`config.mk`:
```
export PLATFORM = sky130hd
export DESIGN_NAME = hsport_group
export DESIGN_NICKNAME = d
export VERILOG_FILES = /design/src/rtl/hsport_pkg.sv /design/src/rtl/hsport_ctrl.sv /design/src/rtl/hsport_datapath.sv /design/src/rtl/hsport_group.sv
export SDC_FILE = /design/constraint.sdc
export NUM_CORES = 1
export LEC_CHECK = 0
export BUFFER_PORTS_ARGS = -buffer_cell sky130_fd_sc_hd__buf_2
export CORE_MARGIN = 10
export CORE_UTILIZATION = 44
export DETAILED_ROUTE_END_ITERATION = 10
export PLACE_DENSITY = 0.89
export SYNTH_ARGS = -nofsm -noshare
export SYNTH_HDL_FRONTEND = slang
export SYNTH_HIERARCHICAL = 1
export SYNTH_SLANG_ARGS = --single-unit
```
`constraint.sdc`:
```
create_clock -name clk -period 3.6 [get_ports clk]
set_clock_uncertainty 0.05 [all_clocks]
set_input_delay 0.36 -clock clk [delete_from_list [all_inputs] [get_ports clk]]
set_output_delay 0.36 -clock clk [all_outputs]
set_load 0.02 [all_outputs]
```
`src/rtl/hsport_pkg.sv`:
```
package hsport_pkg;
  localparam int PC_W = 8;

  typedef struct packed {
    logic loadIn;
    logic loadOut;
    logic clearOut;
  } hsStrobes_t;
endpackage

```
`src/rtl/hsport_ctrl.sv`:
```
module hsport_ctrl
  import hsport_pkg::*;
(
  input  logic       clk,
  input  logic       rst,
  input  logic       dirIsOut,
  input  logic       cpuRdN,
  input  logic       cpuWrN,
  input  logic       stbN,
  input  logic       ackN,
  input  logic       intEnable,
  output logic       ibf,
  output logic       obfN,
  output logic       intr,
  output hsStrobes_t strobes
);
  logic rdPrev, wrPrev, stbPrev, ackPrev, dirPrev;
  logic intrFlag;
  logic modeChange, inMode, outMode;
  logic rdRise, rdFall, wrRise, wrFall, stbRise, ackFall, ackRise;

  always_comb begin
    modeChange = dirIsOut ^ dirPrev;
    inMode     = !dirIsOut && !modeChange;
    outMode    = dirIsOut && !modeChange;
    rdRise     = cpuRdN & ~rdPrev;
    rdFall     = ~cpuRdN & rdPrev;
    wrRise     = cpuWrN & ~wrPrev;
    wrFall     = ~cpuWrN & wrPrev;
    stbRise    = stbN & ~stbPrev;
    ackFall    = ~ackN & ackPrev;
    ackRise    = ackN & ~ackPrev;
    strobes.loadIn   = inMode & ~stbN;
    strobes.loadOut  = outMode & ~cpuWrN;
    strobes.clearOut = modeChange;
  end

  always_ff @(posedge clk) begin
    rdPrev  <= cpuRdN;
    wrPrev  <= cpuWrN;
    stbPrev <= stbN;
    ackPrev <= ackN;
    dirPrev <= dirIsOut;
    if (rst) begin
      ibf      <= 1'b0;
      obfN     <= 1'b1;
      intrFlag <= 1'b0;
    end else if (modeChange) begin
      ibf      <= 1'b0;
      obfN     <= 1'b1;
      intrFlag <= 1'b0;
    end else if (inMode) begin
      if (!stbN)       ibf <= 1'b1;
      else if (rdRise) ibf <= 1'b0;
      if (rdFall)                intrFlag <= 1'b0;
      else if (stbRise && ibf)   intrFlag <= 1'b1;
    end else if (outMode) begin
      if (ackFall)     obfN <= 1'b1;
      else if (wrRise) obfN <= 1'b0;
      if (wrFall)       intrFlag <= 1'b0;
      else if (ackRise) intrFlag <= 1'b1;
    end
  end

  assign intr = intrFlag & intEnable;

  a_r2_strobe_sets_ibf: assert property (@(posedge clk) disable iff (rst)
    (!dirIsOut && $stable(dirIsOut) && !stbN) |=> ibf);

  a_r3_read_clears_ibf: assert property (@(posedge clk) disable iff (rst)
    (!dirIsOut && $stable(dirIsOut) && cpuRdN && !$past(cpuRdN) && stbN) |=> !ibf);

  a_r5_write_sets_obf: assert property (@(posedge clk) disable iff (rst)
    (dirIsOut && $stable(dirIsOut) && cpuWrN && !$past(cpuWrN) && ackN && $past(ackN))
    |=> !obfN);

  a_r6_ack_clears_obf: assert property (@(posedge clk) disable iff (rst)
    (dirIsOut && $stable(dirIsOut) && !ackN && $past(ackN)) |=> obfN);

  a_r9_mode_change_clears: assert property (@(posedge clk) disable iff (rst)
    !$stable(dirIsOut) |=> (!ibf && obfN && !intr));
endmodule

```
`src/rtl/hsport_datapath.sv`:
```
module hsport_datapath
  import hsport_pkg::*;
#(
  parameter int WIDTH = 8
) (
  input  logic             clk,
  input  logic             rst,
  input  hsStrobes_t       strobes,
  input  logic [WIDTH-1:0] pinIn,
  input  logic [WIDTH-1:0] cpuDataIn,
  output logic [WIDTH-1:0] inLatch,
  output logic [WIDTH-1:0] outLatch
);
  always_ff @(posedge clk) begin
    if (rst) begin
      inLatch  <= '0;
      outLatch <= '0;
    end else begin
      if (strobes.loadIn) inLatch <= pinIn;
      if (strobes.clearOut)     outLatch <= '0;
      else if (strobes.loadOut) outLatch <= cpuDataIn;
    end
  end

  a_r10_no_cross_load: assert property (@(posedge clk) disable iff (rst)
    !(strobes.loadIn && strobes.loadOut));
endmodule

```
`src/rtl/hsport_group.sv`:
```
module hsport_group
  import hsport_pkg::*;
#(
  parameter int WIDTH   = 8,
  parameter bit GROUP_A = 1'b1
) (
  input  logic             clk,
  input  logic             rst,
  input  logic             cpuRdN,
  input  logic             cpuWrN,
  input  logic [WIDTH-1:0] cpuDataIn,
  output logic [WIDTH-1:0] cpuDataOut,
  input  logic             dirIsOut,
  input  logic             intEnable,
  input  logic [WIDTH-1:0] pinIn,
  output logic [WIDTH-1:0] pinOut,
  output logic             pinOe,
  input  logic [PC_W-1:0]  pcIn,
  output logic [PC_W-1:0]  pcOut,
  output logic [PC_W-1:0]  pcOe,
  output logic             ibf,
  output logic             obfN,
  output logic             intr
);
  localparam int INTR_POS = GROUP_A ? 3 : 0;
  localparam int IBF_POS  = GROUP_A ? 5 : 1;
  localparam int OBF_POS  = GROUP_A ? 7 : 1;
  localparam int STB_POS  = GROUP_A ? 4 : 2;
  localparam int ACK_POS  = GROUP_A ? 6 : 2;

  hsStrobes_t strobes;
  logic       stbN, ackN;

  assign stbN  = pcIn[STB_POS];
  assign ackN  = pcIn[ACK_POS];
  assign pinOe = dirIsOut;

  hsport_ctrl u_ctrl (
    .clk       (clk),
    .rst       (rst),
    .dirIsOut  (dirIsOut),
    .cpuRdN    (cpuRdN),
    .cpuWrN    (cpuWrN),
    .stbN      (stbN),
    .ackN      (ackN),
    .intEnable (intEnable),
    .ibf       (ibf),
    .obfN      (obfN),
    .intr      (intr),
    .strobes   (strobes)
  );

  hsport_datapath #(.WIDTH(WIDTH)) u_dp (
    .clk       (clk),
    .rst       (rst),
    .strobes   (strobes),
    .pinIn     (pinIn),
    .cpuDataIn (cpuDataIn),
    .inLatch   (cpuDataOut),
    .outLatch  (pinOut)
  );

  always_comb begin
    pcOut = '0;
    pcOe  = '0;
    pcOut[INTR_POS] = intr;
    pcOe[INTR_POS]  = 1'b1;
    if (dirIsOut) begin
      pcOut[OBF_POS] = obfN;
      pcOe[OBF_POS]  = 1'b1;
    end else begin
      pcOut[IBF_POS] = ibf;
      pcOe[IBF_POS]  = 1'b1;
    end
  end
endmodule

```
# [Yosys cells after proc, flatten, opt, wreduce, memory -nomap -nowiden]
# Index checks and enable logic that the tools add are counted.
[totals] reg_bits=24 in_bits=30 output_inout_bits=36 elab_cells=58
[op_classes] n_eq_ne=2 muxes=14 bitwise=20 n_reduce_logical=12
[op_table] cell="$mux 1" n=14
[op_table] cell="$and 1x1->1" n=10
[op_table] cell="$not 1->1" n=9
[op_table] cell="$reduce_and 3->1" n=2
[op_table] cell="$reduce_bool 2->1" n=2
[op_table] cell="$logic_and 1x1->1" n=3
[op_table] cell="$ne 3x3->1 const B" n=1
[op_table] cell="$reduce_bool 3->1" n=1
[op_table] cell="$logic_not 1->1" n=2
[op_table] cell="$ne 2x1->1 const B" n=1
[op_table] cell="$reduce_and 2->1" n=1
[op_table] cell="$reduce_or 2->1" n=1
[op_table] cell="$xor 1x1->1" n=1

# [Depth between registers and ports, before layout]
# Gate-level depths: netlist of the first run.
[logic_depth] depth_word=6 ltp_mapped=6 depth_no_buf=5

# [Cells and area by module]
# The synthesis of the first run kept the hierarchy.
[by_module_without_submodules] mod="hsport_datapath" instances=1 cells_each=53 area_per_inst_um2=599.3 seq_area_each_um2=320.3
[by_module_without_submodules] mod="hsport_ctrl" instances=1 cells_each=29 area_per_inst_um2=317.8 seq_area_each_um2=160.2
[by_module_without_submodules] mod="hsport_group" instances=1 cells_each=19 area_per_inst_um2=128.9 seq_area_each_um2=0.0

# [Worst setup path before layout of the first run]
# Ideal clock, no wire load.
[synth_timing] kind="input-to-reg" from="input dirIsOut" to="register u_dp.inLatch[0]" setup_time_ps=114 arrival_ps=1265 required_ps=3436 path_slack_ps=2170 path_stages=6 path_buffers=1 cell_sequence="inv_1 ha_1 nor2b_1 buf_2 mux2i_1 nor2_1"
[synth_lines] element="from (decl)" line="hsport_group.sv:13" text="input logic dirIsOut,"
[synth_lines] element="to (signal assigned)" line="hsport_datapath.sv:19" text="if (strobes.loadIn) inLatch <= pinIn;"
[synth_lines] element="to (decl)" line="hsport_datapath.sv:11" text="output logic [WIDTH-1:0] inLatch,"

==> results of run 1 <==
[cells in the mapped netlist (2+ instances only)]
cell	instances	area, um2
and2_1	2	12.5
buf_2	2	10.0
buf_4	15	113
buf_6	2	22.5
conb_1	2	7.51
dfxtp_1	24	480
ha_1	2	25.0
inv_1	4	15.0
mux2i_1	16	160
nor2_1	9	33.8
nor2_2	8	50.1
nor2b_1	3	18.8
nor3_1	2	10.0
[cells in the final DEF (no fill, tap or decap), types with 3 or more instances in the layout]
cell type / count
dfxtp_1: 24
inv_1: 4
clkbuf_4: 3
buf_2: 48
conb_1: 11
nor2_1: 9
mux2i_1: 16
nor2b_1: 3
nor2_2: 8
[metal layers]
metal  up-vias  routed length [um]  global-route usage, %  share of wire, %
li1        393                   -                      -                 -
met1       345                 856                   9.56                36
met2        42                1120                   16.8                47
met3         2                 403                   4.99                17
met4         0                   8                   4.43              0.33
met5         -                   0                      0                 0
[where the power goes]
group	internal, uW	total [uW]	switching (uW)
combinational	27.1	73.4	46.3
clock	61.7	137	75.2
sequential	274	278	3.99
[registers in the layout (all words and copies together) (netlist names)]
name / count
u_ctrl/ackPrev: 1
u_ctrl/dirPrev: 1
u_ctrl/ibf: 1
u_ctrl/intrFlag: 1
u_ctrl/obfN: 1
u_ctrl/rdPrev: 1
u_ctrl/stbPrev: 1
u_ctrl/wrPrev: 1
u_dp/inLatch: 8
u_dp/outLatch: 8
[how the worst max path moves through the flow]
| stage | start | to | slack [ns] | depth (start not counted) |
|---|---|---|---|---|
| after global placement | dirIsOut | u_dp/inLatch[2]$_SDFFE_PP0P_ | 1.54 | 6 |
| after CTS | u_ctrl/dirPrev$_DFF_P_ | u_dp/inLatch[7]$_SDFFE_PP0P_ | 1.65 | 5 |
| final | u_ctrl/dirPrev$_DFF_P_ | u_dp/inLatch[7]$_SDFFE_PP0P_ | 1.67 | 5 |
| after floorplan | dirIsOut | u_dp/inLatch[0]$_SDFFE_PP0P_ | 2.17 | 6 |
| after detailed placement | dirIsOut | u_dp/inLatch[2]$_SDFFE_PP0P_ | 1.45 | 6 |
| after global routing | u_ctrl/dirPrev$_DFF_P_ | u_dp/inLatch[0]$_SDFFE_PP0P_ | 1.51 | 5 |
[final cells by class]
type                            count  area (um2)  share of cell area, %
Sequential cell                    24         480                   38.6
Tap cell                           28        35.0                   2.81
Multi-Input combinational cell     63         439                   35.2
Clock buffer                        4        36.3                   2.91
Inverter                            4        15.0                   1.20
Timing Repair Buffer               48         240                   19.3
[kinds of logic (layout without fill, tap and decap cells)]
family / count (synthesis) / in the layout / share of synthesized area [%]
other: 2 / 11 / 0.718
AND/OR/NAND/NOR: 31 / 31 / 17.8
buffers and inverters: 23 / 56 / 15.3
flip-flops: 24 / 24 / 45.9
AO/OA/AOI/OAI: 3 / 3 / 2.51
multiplexers: 16 / 16 / 15.3
adder cells (fa/ha/maj): 2 / 2 / 2.39
[worst max-delay path, stage by stage, from the launching register on]
cell	delay (ns)
dfxtp_1	0.33
inv_1	0.06
ha_1	0.28
nor2b_1	0.76
mux2i_1	0.28
nor2_1	0.06
[per-stage QoR]
stage / worst slack [ns] / std cells / hold WS, ns / cell area, um2
2_1_floorplan: 2.17 / 110 / 0.338 / 1080
3_3_place_gp: 1.54 / 167 / 0.416 / 1210
3_5_place_dp: 1.45 / 167 / 0.427 / 1210
4_1_cts: 1.65 / 171 / 0.106 / 1250
5_1_grt: 1.51 / 171 / 0.107 / 1250
6_report: 1.67 / 171 / 0.118 / 1250
==> results_dict.tcl, run 1 <==
set metrics [dict create \
    initial_core_util_pct 46.8 \
    critPathMaxFanout 9 \
    synth_ff_type "dfxtp_1" \
    rows 17 \
    clkSinkCount 24 \
    fp.dieW_um 68.8 \
    tns_ns 0 \
    pwr_density_cell_nw_per_um2 392 \
    postRouteAntennaNets 0 \
    syn_to_final_growth_pct 19.1 \
    antenna_found_initial 0 \
    antenna_cells 0 \
    reg2reg_from "u_ctrl/dirPrev$_DFF_P_" \
    cp.required_ns 3.75 \
    htreeDepth 1 \
    hold-path-endpoint "u_ctrl/ackPrev$_DFF_P_" \
    grt_pass1_vias 842 \
    clockBufferDepth 2 \
    root_buffer "clkbuf_4" \
    min_delay_path_depth 1 \
    status "completed" \
    ys_warn_count 6 \
    critical_path_class "register to register" \
    cts_tree "done" \
    viasPerCell 4.57 \
    core_area_um2 2230 \
    grt_pass1_wl_um 3580 \
    cts_buffers 3 \
    ff2ff_path_depth 5 \
    syn_avg_cell_area_um2 10.4 \
    syn_inst 101 \
    max_slew_margin_pct 40.4 \
    cts-resized-gates 0 \
    io_buffers 48 \
    ys_seq_area_share_pct 45.9 \
    hpwl_um 1920 \
    fmax_mhz 517 \
    ys_ff_latch 24 \
    wl_per_cell_um 14.0 \
    grtUsageTotal_pct 9.74 \
    holdBufCountCts 0 \
    r2r_slack_ns 1.67 \
    die_area_um2 4730 \
    ir_worst_vdd_mv 0.243 \
    final_nets 176 \
    vias 782 \
    nFillCells 208 \
    dieHeight_um 68.8 \
    synth_area_um2 1050 \
    grt.overflow.total 0 \
    synth_edf_count 0 \
    place.gp.congestion 0.678 \
    grt_max_degree 14 \
    crit_arrival_ns 2.08 \
    hold_path.class "input port to register" \
    drive_gt1_share_pct 42.0 \
    period_share_pct 53.7 \
    drt_iter0_markers 15 \
    hold_violations 0 \
    clk_pin_slew_ns 0.13 \
    cts_setup_buffers 0 \
    leakage_uw 0.000605 \
    synthArstFlopShare_pct 0 \
    finalMaxSlewViolations 0 \
    wl_um 2390 \
    remaining_drc_errors 0 \
    ys_types 23 \
    finish.utilization_pct 55.8 \
    maxCapViolCount 0 \
    worstMarginPinSlew_ns 0.892 \
    period_minus_slack_ns 1.93 \
    dr.pass1.iters 5 \
    startpoint_type "register" \
    rsz0062_at_grt "false" \
    setup_viol 0 \
    clk_latency_ns 0.30 \
    total_power_uw 488 \
    min_from "pcIn[6]" \
    io_pins 66 \
    r2r_end "u_dp/inLatch[7]$_SDFFE_PP0P_" \
    cp-end-kind "register" \
]
No activity file was read; power rests on OpenSTA's default activity.
==> run 2, diff against run 1 <==
--- a/config.mk
+++ b/config.mk
@@ -5,11 +5,12 @@
 export SDC_FILE = /design/constraint.sdc
 export NUM_CORES = 1
 export LEC_CHECK = 0
+export ABC_AREA = 1
 export BUFFER_PORTS_ARGS = -buffer_cell sky130_fd_sc_hd__buf_2
 export CORE_MARGIN = 10
-export CORE_UTILIZATION = 44
+export CORE_UTILIZATION = 42
 export DETAILED_ROUTE_END_ITERATION = 10
-export PLACE_DENSITY = 0.89
+export PLACE_DENSITY = 0.86
 export SYNTH_ARGS = -nofsm -noshare
 export SYNTH_HDL_FRONTEND = slang
 export SYNTH_HIERARCHICAL = 1
==> constraint.sdc (replaced) <==
create_clock -name clk -period 1.9 [get_ports clk]
set_clock_uncertainty 0.05 [all_clocks]
set_input_delay 0.19 -clock clk [delete_from_list [all_inputs] [get_ports clk]]
set_output_delay 0.19 -clock clk [all_outputs]
set_load 0.02 [all_outputs]
==> results_dict.tcl, run 2 <==
set metrics [dict create \
    fp.dieW_um 70.4 \
    cts_buffers 3 \
    maxCapViolCount 0 \
    place.gp.congestion 0.745 \
    yosys-top-cells-area "dfxtp_1 45%, nor2_1 14%, buf_4 11%, nand2_1 8.8%, inv_1 8.4%" \
    hpwl_um 1940 \
    io_pins 66 \
    cp_top_family "flip-flops" \
    cp.required_ns 2.06 \
    ys_warn_count 6 \
    syn_avg_cell_area_um2 7.03 \
    fmax_mhz 675 \
    cts_setup_buffers 0 \
    clk_pin_slew_ns 0.13 \
    initial_core_util_pct 43.5 \
    root_buffer "clkbuf_4" \
    finish.utilization_pct 55.6 \
    synth_commonest_cells "41 x nor2_1, 25 x nand2_1, 24 x dfxtp_1, 24 x inv_1, 15 x buf_4" \
    dr.pass1.iters 2 \
    syn_inst 152 \
    ir_worst_vdd_mv 0.489 \
    core_area_um2 2450 \
    ys_types 15 \
    setup_viol 0 \
    drive_gt1_share_pct 27.6 \
    clk_latency_ns 0.31 \
    crit_slowest_cell "dfxtp_1" \
    ys_seq_area_share_pct 45.0 \
    clkSinkCount 24 \
    final_nets 236 \
    critical_path_class "register to register" \
    ys_ff_latch 24 \
    synthArstFlopShare_pct 0 \
    drt_iter0_markers 15 \
    rows 18 \
    wl_per_cell_um 10.3 \
    final_cell_mix "48 x buf_2, 41 x nor2_1, 25 x nand2_1" \
    leakage_uw 0.000781 \
    postRouteAntennaNets 0 \
    cp-end-kind "register" \
    vias 953 \
    period_share_pct 77.9 \
    rsz0062_at_grt "false" \
    viasPerCell 4.09 \
    cts-resized-gates 0 \
    io_buffers 48 \
    crit_arrival_ns 1.64 \
    hold_violations 0 \
    status "completed" \
    antenna_found_initial 0 \
    grtUsageTotal_pct 9.46 \
    crit_top_cell "inv_1" \
    crit_path_max_incr_delay_ns 0.36 \
    antenna_cells 0 \
    yosys.area.top_type_share_pct 45.0 \
    top_regs "u_dp/inLatch (8), u_dp/outLatch (8)" \
    path_cells "inv_1 -> ha_1 -> inv_2 -> or2_0 -> inv_1 -> buf_4 -> o21ai_0 -> nor2_1" \
    tns_ns 0 \
    clockBufferDepth 2 \
    wl_um 2400 \
    finalMaxSlewViolations 0 \
    critPathMaxFanout 8 \
    remaining_drc_errors 0 \
    synth_area_um2 1070 \
    synth_edf_count 0 \
    grt_pass1_wl_um 3990 \
    startpoint_type "register" \
    grt_max_degree 16 \
    pwr_density_cell_nw_per_um2 774 \
    layout_commonest_cell "buf_2" \
    syn_to_final_growth_pct 27.6 \
    die_area_um2 4960 \
    nFillCells 269 \
    period_minus_slack_ns 1.48 \
    grt.overflow.total 0 \
    cts_tree "done" \
    critPathBufInv 4 \
    synth_top_area_cell "dfxtp_1" \
    holdBufCountCts 4 \
    synth_most_common_cell "nor2_1" \
    synth_ff_type "dfxtp_1" \
    htreeDepth 1 \
    hold_path.class "input port to register" \
    dieHeight_um 70.4 \
    grt_pass1_vias 930 \
]
-- run 2: logic make-up (layout without fill, tap and decap cells) --
family	after synthesis	in the layout	synth area share, %
buf+inv	41	83	20.4
compound gates	11	11	5.15
other cells	2	11	0.703
flops	24	24	45.0
simple gates	72	72	26.5
fa+ha+maj	2	2	2.34
-- run 2: through the flow --
stage	worst slack (ns)	instance area [um2]	hold WS, ns	power [uW]	cells
after CTS	0.408	1360	0.00246	1070	233
after floorplan	0.529	1100	0.168	667	161
after global routing	0.245	1360	0.00769	1110	233
after global placement	0.404	1270	0.272	700	225
after detailed placement	0.388	1270	0.273	702	225
final	0.419	1360	0.0211	1060	233
-- run 2: layout make-up --
cell class	count	area, um2	share of cell area [%]
multi-input combinational	96	404	29.6
tap	30	37.5	2.75
timing repair buffer	54	295	21.7
inverter	25	93.8	6.88
sequential	24	480	35.2
clock inverter	1	30.0	2.20
clock buffer	3	22.5	1.65
-- run 2: metal layers --
| metal | routed length, um | up-vias | share of wire [%] | GRT usage [%] |
|---|---|---|---|---|
| met4 | 20 | 0 | 0.83 | 3.95 |
| met2 | 1180 | 31 | 49 | 15.6 |
| li1 | - | 522 | - | - |
| met5 | 0 | - | 0 | 0 |
| met1 | 863 | 398 | 36 | 9.01 |
| met3 | 330 | 2 | 14 | 6.36 |
-- run 2: final timing paths --
path                            start                           end  slack [ns]  cells past startpoint
min                          dirIsOut        u_ctrl/dirPrev$_DFF_P_        0.02                      1
max reg2reg    u_ctrl/dirPrev$_DFF_P_  u_dp/inLatch[4]$_SDFFE_PP0P_        0.42                      8
min reg2reg  u_ctrl/obfN$_SDFFE_PP1P_      u_ctrl/obfN$_SDFFE_PP1P_        0.42                      2
max            u_ctrl/dirPrev$_DFF_P_  u_dp/inLatch[4]$_SDFFE_PP0P_        0.42                      8
-- run 2: where the power goes --
group          internal, uW  total (uW)  switching, uW
sequential              524         532           8.44
combinational          60.0         165            105
clock                   213         359            146
==> run 3, diff against run 2 <==
--- a/config.mk
+++ b/config.mk
@@ -8,9 +8,9 @@
 export ABC_AREA = 1
 export BUFFER_PORTS_ARGS = -buffer_cell sky130_fd_sc_hd__buf_2
 export CORE_MARGIN = 10
-export CORE_UTILIZATION = 42
+export CORE_UTILIZATION = 38
 export DETAILED_ROUTE_END_ITERATION = 10
-export PLACE_DENSITY = 0.86
+export PLACE_DENSITY = 0.82
 export SYNTH_ARGS = -nofsm -noshare
 export SYNTH_HDL_FRONTEND = slang
 export SYNTH_HIERARCHICAL = 1
==> constraint.sdc (replaced) <==
create_clock -name clk -period 1.21 [get_ports clk]
set_clock_uncertainty 0.05 [all_clocks]
set_input_delay 0.121 -clock clk [delete_from_list [all_inputs] [get_ports clk]]
set_output_delay 0.121 -clock clk [all_outputs]
set_load 0.02 [all_outputs]
==> results_dict.tcl, run 3 (synthesized netlist as in run 2, its figures left out) <==
set metrics [dict create \
    status "finished with violations" \
    violations "negative setup slack" \
    cp-end-kind "register" \
    io_pins 66 \
    clockBufferDepth 2 \
    vias 1046 \
    cts_tree "done" \
    p_clk_share_pct 32.5 \
    clk_pin_slew_ns 0.13 \
    crit_slowest_cell "dfxtp_2" \
    final_cell_mix "49 x buf_2, 33 x nor2_1, 25 x nand2_1" \
    initial_core_util_pct 39.1 \
    rows 19 \
    period_minus_slack_ns 1.25 \
    layout_commonest_cell "buf_2" \
    clk_latency_ns 0.30 \
    p_seq_share_pct 48.5 \
    drive_gt1_share_pct 36.1 \
    nFillCells 258 \
    hpwl_um 2120 \
    r2r_slack_ns -0.04 \
    reg2reg_from "u_ctrl/dirPrev$_DFF_P_" \
    dieHeight_um 73.0 \
    grt_pass1_wl_um 4620 \
    wl_um 2870 \
    crit_path_max_incr_delay_ns 0.35 \
    htreeDepth 1 \
    path_cells "inv_2 -> ha_4 -> inv_2 -> or2_4 -> inv_6 -> inv_8 -> nor2_1 -> nor2_1" \
    p_sw_share_pct 25.0 \
    cts_buffers 3 \
    core_area_um2 2730 \
    maxCapViolCount 0 \
    hold-path-endpoint "u_dp/outLatch[6]$_SDFFE_PP0P_" \
    ff2ff_path_depth 8 \
    hold_ws_ns 0.0482 \
    grtUsageTotal_pct 10.5 \
    min_delay_path_depth 5 \
    leakage_uw 0.000847 \
    hold_path.class "input port to register" \
    pwr-share-comb_pct 18.9 \
    fmax_mhz 799 \
    r2r_end "u_dp/inLatch[0]$_SDFFE_PP0P_" \
    top_regs "u_dp/inLatch (8), u_dp/outLatch (8)" \
    dr.pass1.iters 3 \
    remaining_drc_errors 0 \
    grt_pass1_vias 1019 \
    crit_arrival_ns 1.42 \
    die_area_um2 5330 \
    power_switching_uw 432 \
    pwr_density_cell_nw_per_um2 1100 \
    startpoint_type "register" \
    wl_per_cell_um 11.5 \
    min_from "cpuDataIn[6]" \
    multi_input_area_um2 449 \
    antenna_cells 0 \
    postRouteAntennaNets 0 \
    clkSinkCount 24 \
    critical_path_class "register to register" \
    ir_worst_vdd_mv 0.799 \
    root_buffer "clkbuf_4" \
    grt_max_degree 15 \
    setup_viol 8 \
    finalMaxSlewViolations 0 \
    hold_violations 0 \
    pre_cts_slack_ns -0.0917 \
    viasPerCell 4.18 \
    antenna_found_initial 0 \
    final_nets 252 \
    p_int_uw 1290 \
    io_buffers 48 \
    tns_ns -0.159 \
    drt_iter0_markers 33 \
    syn_to_final_growth_pct 47.1 \
    fp.dieW_um 73.0 \
    rsz0062_at_grt "true" \
    period_share_pct 103 \
    critPathMaxFanout 8 \
    cp.required_ns 1.38 \
    crit_path_start "u_ctrl/dirPrev$_DFF_P_" \
    grt.overflow.total 0 \
    fin_ws_ns -0.0418 \
    place.gp.congestion 0.723 \
    seqCellArea_um2 483 \
]
==> run 3: metrics by stage <==
step	utilization [%]	cells	area [um2]	total power (uW)
2_1_floorplan	-	161	1110	1050
3_3_place_gp	48.1	230	1320	1120
3_5_place_dp	48.1	230	1320	1120
4_1_cts	55.7	249	1520	1730
5_1_grt	57.5	250	1570	1830
6_report	57.5	250	1570	1730
==> run 3: worst max path at each step <==
stage / end / slack [ns] / cells after the start
6_report: u_dp/inLatch[0]$_SDFFE_PP0P_ / -0.04 / 8
4_1_cts: u_dp/inLatch[1]$_SDFFE_PP0P_ / -0.03 / 8
2_1_floorplan: u_dp/inLatch[0]$_SDFFE_PP0P_ / -0.006 / 8
3_5_place_dp: u_dp/inLatch[1]$_SDFFE_PP0P_ / -0.09 / 8
5_1_grt: u_dp/inLatch[3]$_SDFFE_PP0P_ / -0.09 / 8
3_3_place_gp: u_dp/inLatch[6]$_SDFFE_PP0P_ / -0.08 / 8
==> run 3: power by group through the flow <==
stage / clock [uW] / sequential [uW] / combinational, uW
2_1_floorplan: 0 / 881 / 173
3_3_place_gp: 0 / 852 / 265
3_5_place_dp: 0 / 855 / 269
4_1_cts: 578 / 838 / 310
5_1_grt: 621 / 842 / 362
6_report: 561 / 838 / 327
==> run 3: critical path: cells and delay by family, from the launching register on <==
kind	cells	cell delay, ns
adders and majority gates	1	0.13
buffers and inverters	4	0.24
DFF	1	0.35
and+or+nand+nor	3	0.40
==> run 3: routing by layer <==
layer,share of wire [%],track usage (%)
met5,0,0
met4,0.49,3.16
met3,8.7,4.08
met2,54,19.4
met1,36,10.6
==> run 3: layout make-up <==
type	instances	area share [%]
repair buffers	69	27.6
multi-input cells	96	28.6
flip-flops and latches	24	30.7
well taps	31	2.47
clock buffers	3	1.43
repair inverters	1	0.478
clock inverters	1	1.91
inverters	25	6.77
==> run 3: timing repair <==
item | in CTS | in global routing
pin swaps | 2 | 4
resized for setup | 6 | 19
gates cloned | 1 | 1
buffers inserted | 1 | 0
hold endpoints to repair | 13 | 1
hold buffers | 13 | 1
endpoints found under the setup margin | 8 | 18
